[src/rtl/rx_clkgen_pkg.sv]
package rx_clkgen_pkg;
  localparam int unsigned HF_DIV_W_DEF   = 12;
  localparam int unsigned BCLK_DIV_W_DEF = 5;
  localparam int unsigned RST_STAGES_DEF = 2;

  typedef enum logic {
    SRC_PIN      = 1'b0,
    SRC_INTERNAL = 1'b1
  } clk_src_e;
endpackage

[src/rtl/rx_clkgen_rst_sync.sv]
module rx_clkgen_rst_sync #(
  parameter int unsigned STAGES = 2
) (
  input  logic clk,
  input  logic rst_n,
  output logic rst_sync_n
);
  logic [STAGES-1:0] sync_q;
  logic [STAGES-1:0] sync_n;

  always_comb begin
    sync_n = {sync_q[STAGES-2:0], 1'b1};
  end

  always_ff @(posedge clk or negedge rst_n) begin
    if (!rst_n) begin
      sync_q <= '0;
    end else begin
      sync_q <= sync_n;
    end
  end

  assign rst_sync_n = sync_q[STAGES-1];
endmodule

[src/rtl/rx_clkgen_div.sv]
module rx_clkgen_div #(
  parameter int unsigned W = 12
) (
  input  logic         clk,
  input  logic         rst_n,
  input  logic         in_lvl,
  input  logic [W-1:0] ratio_cfg,
  output logic         q_o
);
  logic         prev_q, prev_n;
  logic         q_q, q_n;
  logic [W-1:0] cnt_q, cnt_n;
  logic [W-1:0] act_q, act_n;
  logic         edge_en;
  logic         term;
  logic [W:0]   hi_len;

  always_comb begin
    edge_en = in_lvl & ~prev_q;
    term    = (cnt_q == act_q);
    prev_n  = in_lvl;
    cnt_n   = cnt_q;
    act_n   = act_q;
    hi_len  = '0;
    q_n     = (act_q == '0) ? in_lvl : q_q;
    if (edge_en) begin
      if (term) begin
        cnt_n = '0;
        act_n = ratio_cfg;
      end else begin
        cnt_n = cnt_q + 1'b1;
      end
      hi_len = ({1'b0, act_n} + {{W{1'b0}}, 1'b1}) >> 1;
      q_n    = (act_n == '0) ? in_lvl : ({1'b0, cnt_n} < hi_len);
    end
  end

  always_ff @(posedge clk or negedge rst_n) begin
    if (!rst_n) begin
      prev_q <= 1'b0;
      q_q    <= 1'b0;
      cnt_q  <= '0;
      act_q  <= '0;
    end else begin
      prev_q <= prev_n;
      q_q    <= q_n;
      cnt_q  <= cnt_n;
      act_q  <= act_n;
    end
  end

  assign q_o = q_q;
endmodule

[src/rtl/rx_clkgen_sel.sv]
module rx_clkgen_sel (
  input  logic int_clk,
  input  logic ext_clk,
  input  logic use_int,
  input  logic invert,
  output logic sel_clk
);
  always_comb begin
    sel_clk = (use_int ? int_clk : ext_clk) ^ invert;
  end
endmodule

[src/rtl/rx_clkgen.sv]
module rx_clkgen
  import rx_clkgen_pkg::*;
#(
  parameter int unsigned HF_DIV_W   = HF_DIV_W_DEF,
  parameter int unsigned BCLK_DIV_W = BCLK_DIV_W_DEF,
  parameter int unsigned RST_STAGES = RST_STAGES_DEF
) (
  input  logic                  clk,
  input  logic                  rst_n,
  input  logic                  aux_clk_i,
  input  logic                  hf_pin_i,
  input  logic                  bclk_pin_i,
  input  logic                  tx_bclk_i,
  input  logic [HF_DIV_W-1:0]   cfg_hf_div,
  input  logic                  cfg_hf_int,
  input  logic                  cfg_hf_inv,
  input  logic [BCLK_DIV_W-1:0] cfg_bclk_div,
  input  logic                  cfg_bclk_int,
  input  logic                  cfg_rx_inv,
  input  logic                  cfg_async,
  output logic                  rx_bclk_o,
  output logic                  hf_pin_o,
  output logic                  hf_pin_oe,
  output logic                  bclk_pin_o,
  output logic                  bclk_pin_oe
);
  logic rst_sync_n;
  logic hf_div_q;
  logic hf_clk;
  logic bclk_div_q;
  logic gen_bclk;
  logic rx_src;
  logic gen_bclk_pol;

  rx_clkgen_rst_sync #(.STAGES(RST_STAGES)) u_rst_sync (
    .clk        (clk),
    .rst_n      (rst_n),
    .rst_sync_n (rst_sync_n)
  );

  rx_clkgen_div #(.W(HF_DIV_W)) u_hf_div (
    .clk       (clk),
    .rst_n     (rst_sync_n),
    .in_lvl    (aux_clk_i),
    .ratio_cfg (cfg_hf_div),
    .q_o       (hf_div_q)
  );

  rx_clkgen_sel u_hf_sel (
    .int_clk (hf_div_q),
    .ext_clk (hf_pin_i),
    .use_int (cfg_hf_int == SRC_INTERNAL),
    .invert  (cfg_hf_inv),
    .sel_clk (hf_clk)
  );

  rx_clkgen_div #(.W(BCLK_DIV_W)) u_bclk_div (
    .clk       (clk),
    .rst_n     (rst_sync_n),
    .in_lvl    (hf_clk),
    .ratio_cfg (cfg_bclk_div),
    .q_o       (bclk_div_q)
  );

  rx_clkgen_sel u_bclk_sel (
    .int_clk (bclk_div_q),
    .ext_clk (bclk_pin_i),
    .use_int (cfg_bclk_int == SRC_INTERNAL),
    .invert  (1'b0),
    .sel_clk (gen_bclk)
  );

  rx_clkgen_sel u_rx_sel (
    .int_clk (gen_bclk),
    .ext_clk (tx_bclk_i),
    .use_int (cfg_async),
    .invert  (cfg_rx_inv),
    .sel_clk (rx_src)
  );

  always_comb begin
    gen_bclk_pol = gen_bclk ^ cfg_rx_inv;
  end

  assign rx_bclk_o   = rx_src;
  assign hf_pin_o    = hf_clk;
  assign hf_pin_oe   = cfg_hf_int;
  assign bclk_pin_o  = gen_bclk_pol;
  assign bclk_pin_oe = cfg_bclk_int & cfg_async;
endmodule

[config.mk]
export PLATFORM = sky130hd
export DESIGN_NAME = rx_clkgen
export DESIGN_NICKNAME = d
export VERILOG_FILES = /design/src/rtl/rx_clkgen_pkg.sv /design/src/rtl/rx_clkgen_rst_sync.sv /design/src/rtl/rx_clkgen_div.sv /design/src/rtl/rx_clkgen_sel.sv /design/src/rtl/rx_clkgen.sv
export SDC_FILE = /design/constraint.sdc
export NUM_CORES = 1
export LEC_CHECK = 0
export ABC_CLOCK_PERIOD_IN_PS = 2200
export BUFFER_PORTS_ARGS = -buffer_cell sky130_fd_sc_hd__buf_2
export CAP_MARGIN = 15
export CORE_MARGIN = 1.5
export CORE_UTILIZATION = 30
export CTS_BUF_LIST = sky130_fd_sc_hd__clkbuf_16
export DETAILED_ROUTE_END_ITERATION = 16
export GPL_TIMING_DRIVEN = 0
export SLEW_MARGIN = 20
export SYNTH_ARGS = -nofsm -noshare
export SYNTH_HDL_FRONTEND = slang
export SYNTH_SLANG_ARGS = --single-unit
[constraint.sdc]
create_clock -name clk -period 2.2 [get_ports clk]
set_input_delay 0.22 -clock clk [delete_from_list [all_inputs] [get_ports clk]]
set_output_delay 0.22 -clock clk [all_outputs]
set_load 0.005 [all_outputs]
==> results.cfg <==
[cts]
ctsRootBufferMaster = sky130_fd_sc_hd__clkbuf_16
insertion_delay_ns = 0.28
cts.sink_count = 40
htree_levels = 2
cts-buffers-inserted = 5
cts.path.max_buffers = 2
cts.reportedPaths.clkPinSlew_ns = 0.06
cts_tree = built

[setup_path]
critical_path_required_ns = 2.36
path_max_fanout = 5
setup.worst_path.start_class = flip-flop
end_kind = flip-flop
crit_chain = xnor2_2 -> nand4_1 -> nor3_4 -> clkbuf_8 -> buf_4 -> a21oi_2 -> ha_1 -> nand4_1 -> nor2_2 -> o21ai_1 -> a211oi_2 -> o21ai_2
arr_time_crit_path_ns = 2.88
critical-path-top-cell-by-count = sky130_fd_sc_hd__nand4_1
slowest_stage = sky130_fd_sc_hd__dfrtp_2
critPathMaxStageDelay_ns = 0.45
critical_path_class = reg -> reg

[layout]
insertedDiodeCount = 0
fraction_of_layout_cells_with_a_size_suffix_above_1_pct = 37.7
layout.nets = 470
stdcell_area_mm2 = 0.00423
areaGrowthSynthToFinish_pct = 32.1
final-instance-count-excl-fill = 560

[sta]
fin_worst_hold_slack_ns = 0.0815
setup_viol = 2
clk_skew_ns = 0.00622
timing.final.max_slew_violations = 0
total_count_of_hold_check_failures_in_the_final_report = 0
postLayoutSetupSlackWorst_ns = -0.523
grt_setup_unrepaired = yes
finalCritPeriodShare_pct = 124
maxClockFrequency_mhz = 367
timing_worst_slew_pin_value_ns = 0.562
slew_headroom_pct = 62.5
final.min_clock_period_ns = 2.72

[flow_run]
max_cap_viol_count = 0

[detailed_routing]
antenna_left = 0
routed_via_density = 5.01
detail_route.wl_per_cell_um = 15.3
drt-initial-drc-count = 82
dr_total_vias = 2804
routed_wl_mm = 8.55
drt_pass1_iterations = 4
detail_route.drc_violations = 0

[logic_synthesis]
synth_top_area_share_pct = 31.2
postSynth.topFlopCell = sky130_fd_sc_hd__dfrtp_1
synth_top_cell_by_area = sky130_fd_sc_hd__dfrtp_1
synth_area_per_cell_um2 = 9.06
netlist_instances = 354
synth.distinct_cells = 42
synthMostInstantiatedCell = sky130_fd_sc_hd__dfrtp_1
yosysWarningCount = 0
synth-edff-count = 0
ys_async_sr_fraction_pct = 100
synth.top_cells.by_count = 40 x sky130_fd_sc_hd__dfrtp_1, 36 x sky130_fd_sc_hd__xnor2_1, 30 x sky130_fd_sc_hd__nand2_1, 30 x sky130_fd_sc_hd__nor2_1, 21 x sky130_fd_sc_hd__xor2_1
ys_seq_elements = 40
mappedNetlistNets = 401
synthesis.area_mm2 = 0.00321
synthTopCellsByArea = sky130_fd_sc_hd__dfrtp_1 31%, sky130_fd_sc_hd__xnor2_1 9.8%, sky130_fd_sc_hd__ha_1 7.4%
sequential_to_total_area_share_from_yosys_stat_pct = 31.2

[die]
start_util_pct = 31.1
boundaryPins = 33
placeableCoreArea_mm2 = 0.0103
placement_rows = 37
chipHeight_um = 106
floorplan.die.width_um = 106
floorplan.die_area_mm2 = 0.0113

[placed_design]
placedInstanceArea_mm2 = 0.00365
portBuffers = 31
gp_congestion = 0.890
dpl.cell_count = 522
dpl.hpwl_mm = 6.18
dpl_worst_slack_ns = -0.651

[global_routing]
global_route.usage.total_pct = 16.1
wire_length_of_the_first_global_routing_pass_mm = 14.5
total_global_routing_overflow = 0
largest_net_degree_at_the_start_of_global_routing = 24
number_of_antenna_violations_at_the_first_check_in_global_routing = 0
grt_pass1_vias = 2994

[pwr]
peakVddDrop_uv = 495
power.static_leakage_nw = 1.84
total_power_mw = 4.27
cell_pwr_density_mw_per_mm2 = 1010

[hold_path]
hold_path_class = in -> reg

[run_status]
violated_checks = setup timing
run_status = finished with violations
[routing by layer]
layer | GRT usage (%) | wire length, um
met5 | 0 | 0
met1 | 19.3 | 3740
met2 | 29.2 | 4370
met4 | 5.31 | 137
met3 | 2.39 | 299
[stage by stage]
stage	setup TNS, ns	utilization, %
after floorplan	-0.352	-
after global placement	-1.67	35.1
after detailed placement	-1.65	35.4
after CTS	-0.838	40.2
after global routing	-1.54	41.0
final	-1.03	41.0
[path summary, 6_finish.rpt]
path / slack [ns] / endpoint / start / cells past startpoint
setup / recovery: -0.52 / u_hf_div.q_o / u_hf_div.act_q[1] / 12
hold / removal: 0.08 / u_hf_div.prev_q / aux_clk_i / 1
setup reg to reg: -0.52 / u_hf_div.q_o / u_hf_div.act_q[1] / 12
hold reg to reg: 0.26 / u_bclk_div.cnt_q[4] / u_rst_sync.sync_q[1] / 0
max in group asynchronous: 1.44 / u_hf_div.act_q[11] / u_rst_sync.sync_q[1] / 1
min in group asynchronous: 0.25 / u_rst_sync.sync_q[1] / rst_n / 2
[where the power goes]
group | internal (mW) | total [mW] | leakage (nW) | switching [mW]
clock network | 0.414 | 0.712 | 0.0710 | 0.298
logic | 1.23 | 2.38 | 1.29 | 1.15
registers | 0.929 | 1.18 | 0.480 | 0.256
[flip-flops by register name (all words and copies together) (netlist names)]
name	cells
u_bclk_div.prev_q	1
u_hf_div.prev_q	1
u_rst_sync.sync_q	2
u_hf_div.act_q	12
u_bclk_div.q_o	1
u_hf_div.q_o	1
u_bclk_div.cnt_q	5
u_bclk_div.act_q	5
u_hf_div.cnt_q	12
[layout by cell type (no fill, tap or decap), types with 14 or more instances in the layout]
cell and n:
sky130_fd_sc_hd__xor2_1 21, sky130_fd_sc_hd__xnor2_2 15, sky130_fd_sc_hd__buf_2 31, sky130_fd_sc_hd__nand2_1 29
sky130_fd_sc_hd__nand3_1 14, sky130_fd_sc_hd__buf_4 29, sky130_fd_sc_hd__mux2_2 18, sky130_fd_sc_hd__ha_1 17
sky130_fd_sc_hd__nand4_1 15, sky130_fd_sc_hd__dfrtp_1 22, sky130_fd_sc_hd__dfrtp_2 18, sky130_fd_sc_hd__nor2_1 27
sky130_fd_sc_hd__xnor2_1 21
[critical path: cells and delay by family (launching register included)]
kind / cells / cell delay, ns
adder cells (fa/ha/maj): 1 / 0.31
buffers and inverters: 2 / 0.31
XOR/XNOR: 1 / 0.23
flip-flops: 1 / 0.45
AND/OR/NAND/NOR: 4 / 0.84
AO/OA/AOI/OAI: 4 / 0.46
[cell families after synthesis]
kind of cell    after synthesis  share of synthesized area (%)
compound gates               51                           10.5
xor+xnor                     57                           15.6
fa+ha+maj                    19                           7.42
buf+inv                      25                           4.02
flops                        40                           31.2
mux                          32                           10.7
other cells                   1                          0.117
simple gates                129                           20.5
[final cells by class]
| cell class | instances | area (um^2) |
|---|---|---|
| Sequential cell | 40 | 1020 |
| Multi-Input combinational cell | 289 | 2310 |
| Fill cell | 985 | 6090 |
| Clock buffer | 5 | 125 |
| Buffer | 15 | 131 |
| Timing Repair Buffer | 63 | 425 |
| Inverter | 9 | 33.8 |
| Clock inverter | 3 | 16.3 |
| Tap cell | 136 | 170 |
[repair_timing]
item / 4_1_cts / 5_1_grt
pin swaps: 19 / 16
endpoints found under the setup margin: 10 / 13
hold endpoints to repair: 2 / 0
gates resized for setup: 44 / 15
hold buffers: 1 / 0
cloned: 0 / 0
buffers inserted: 23 / 7
Note: power is estimated with default switching activity, not from simulation.
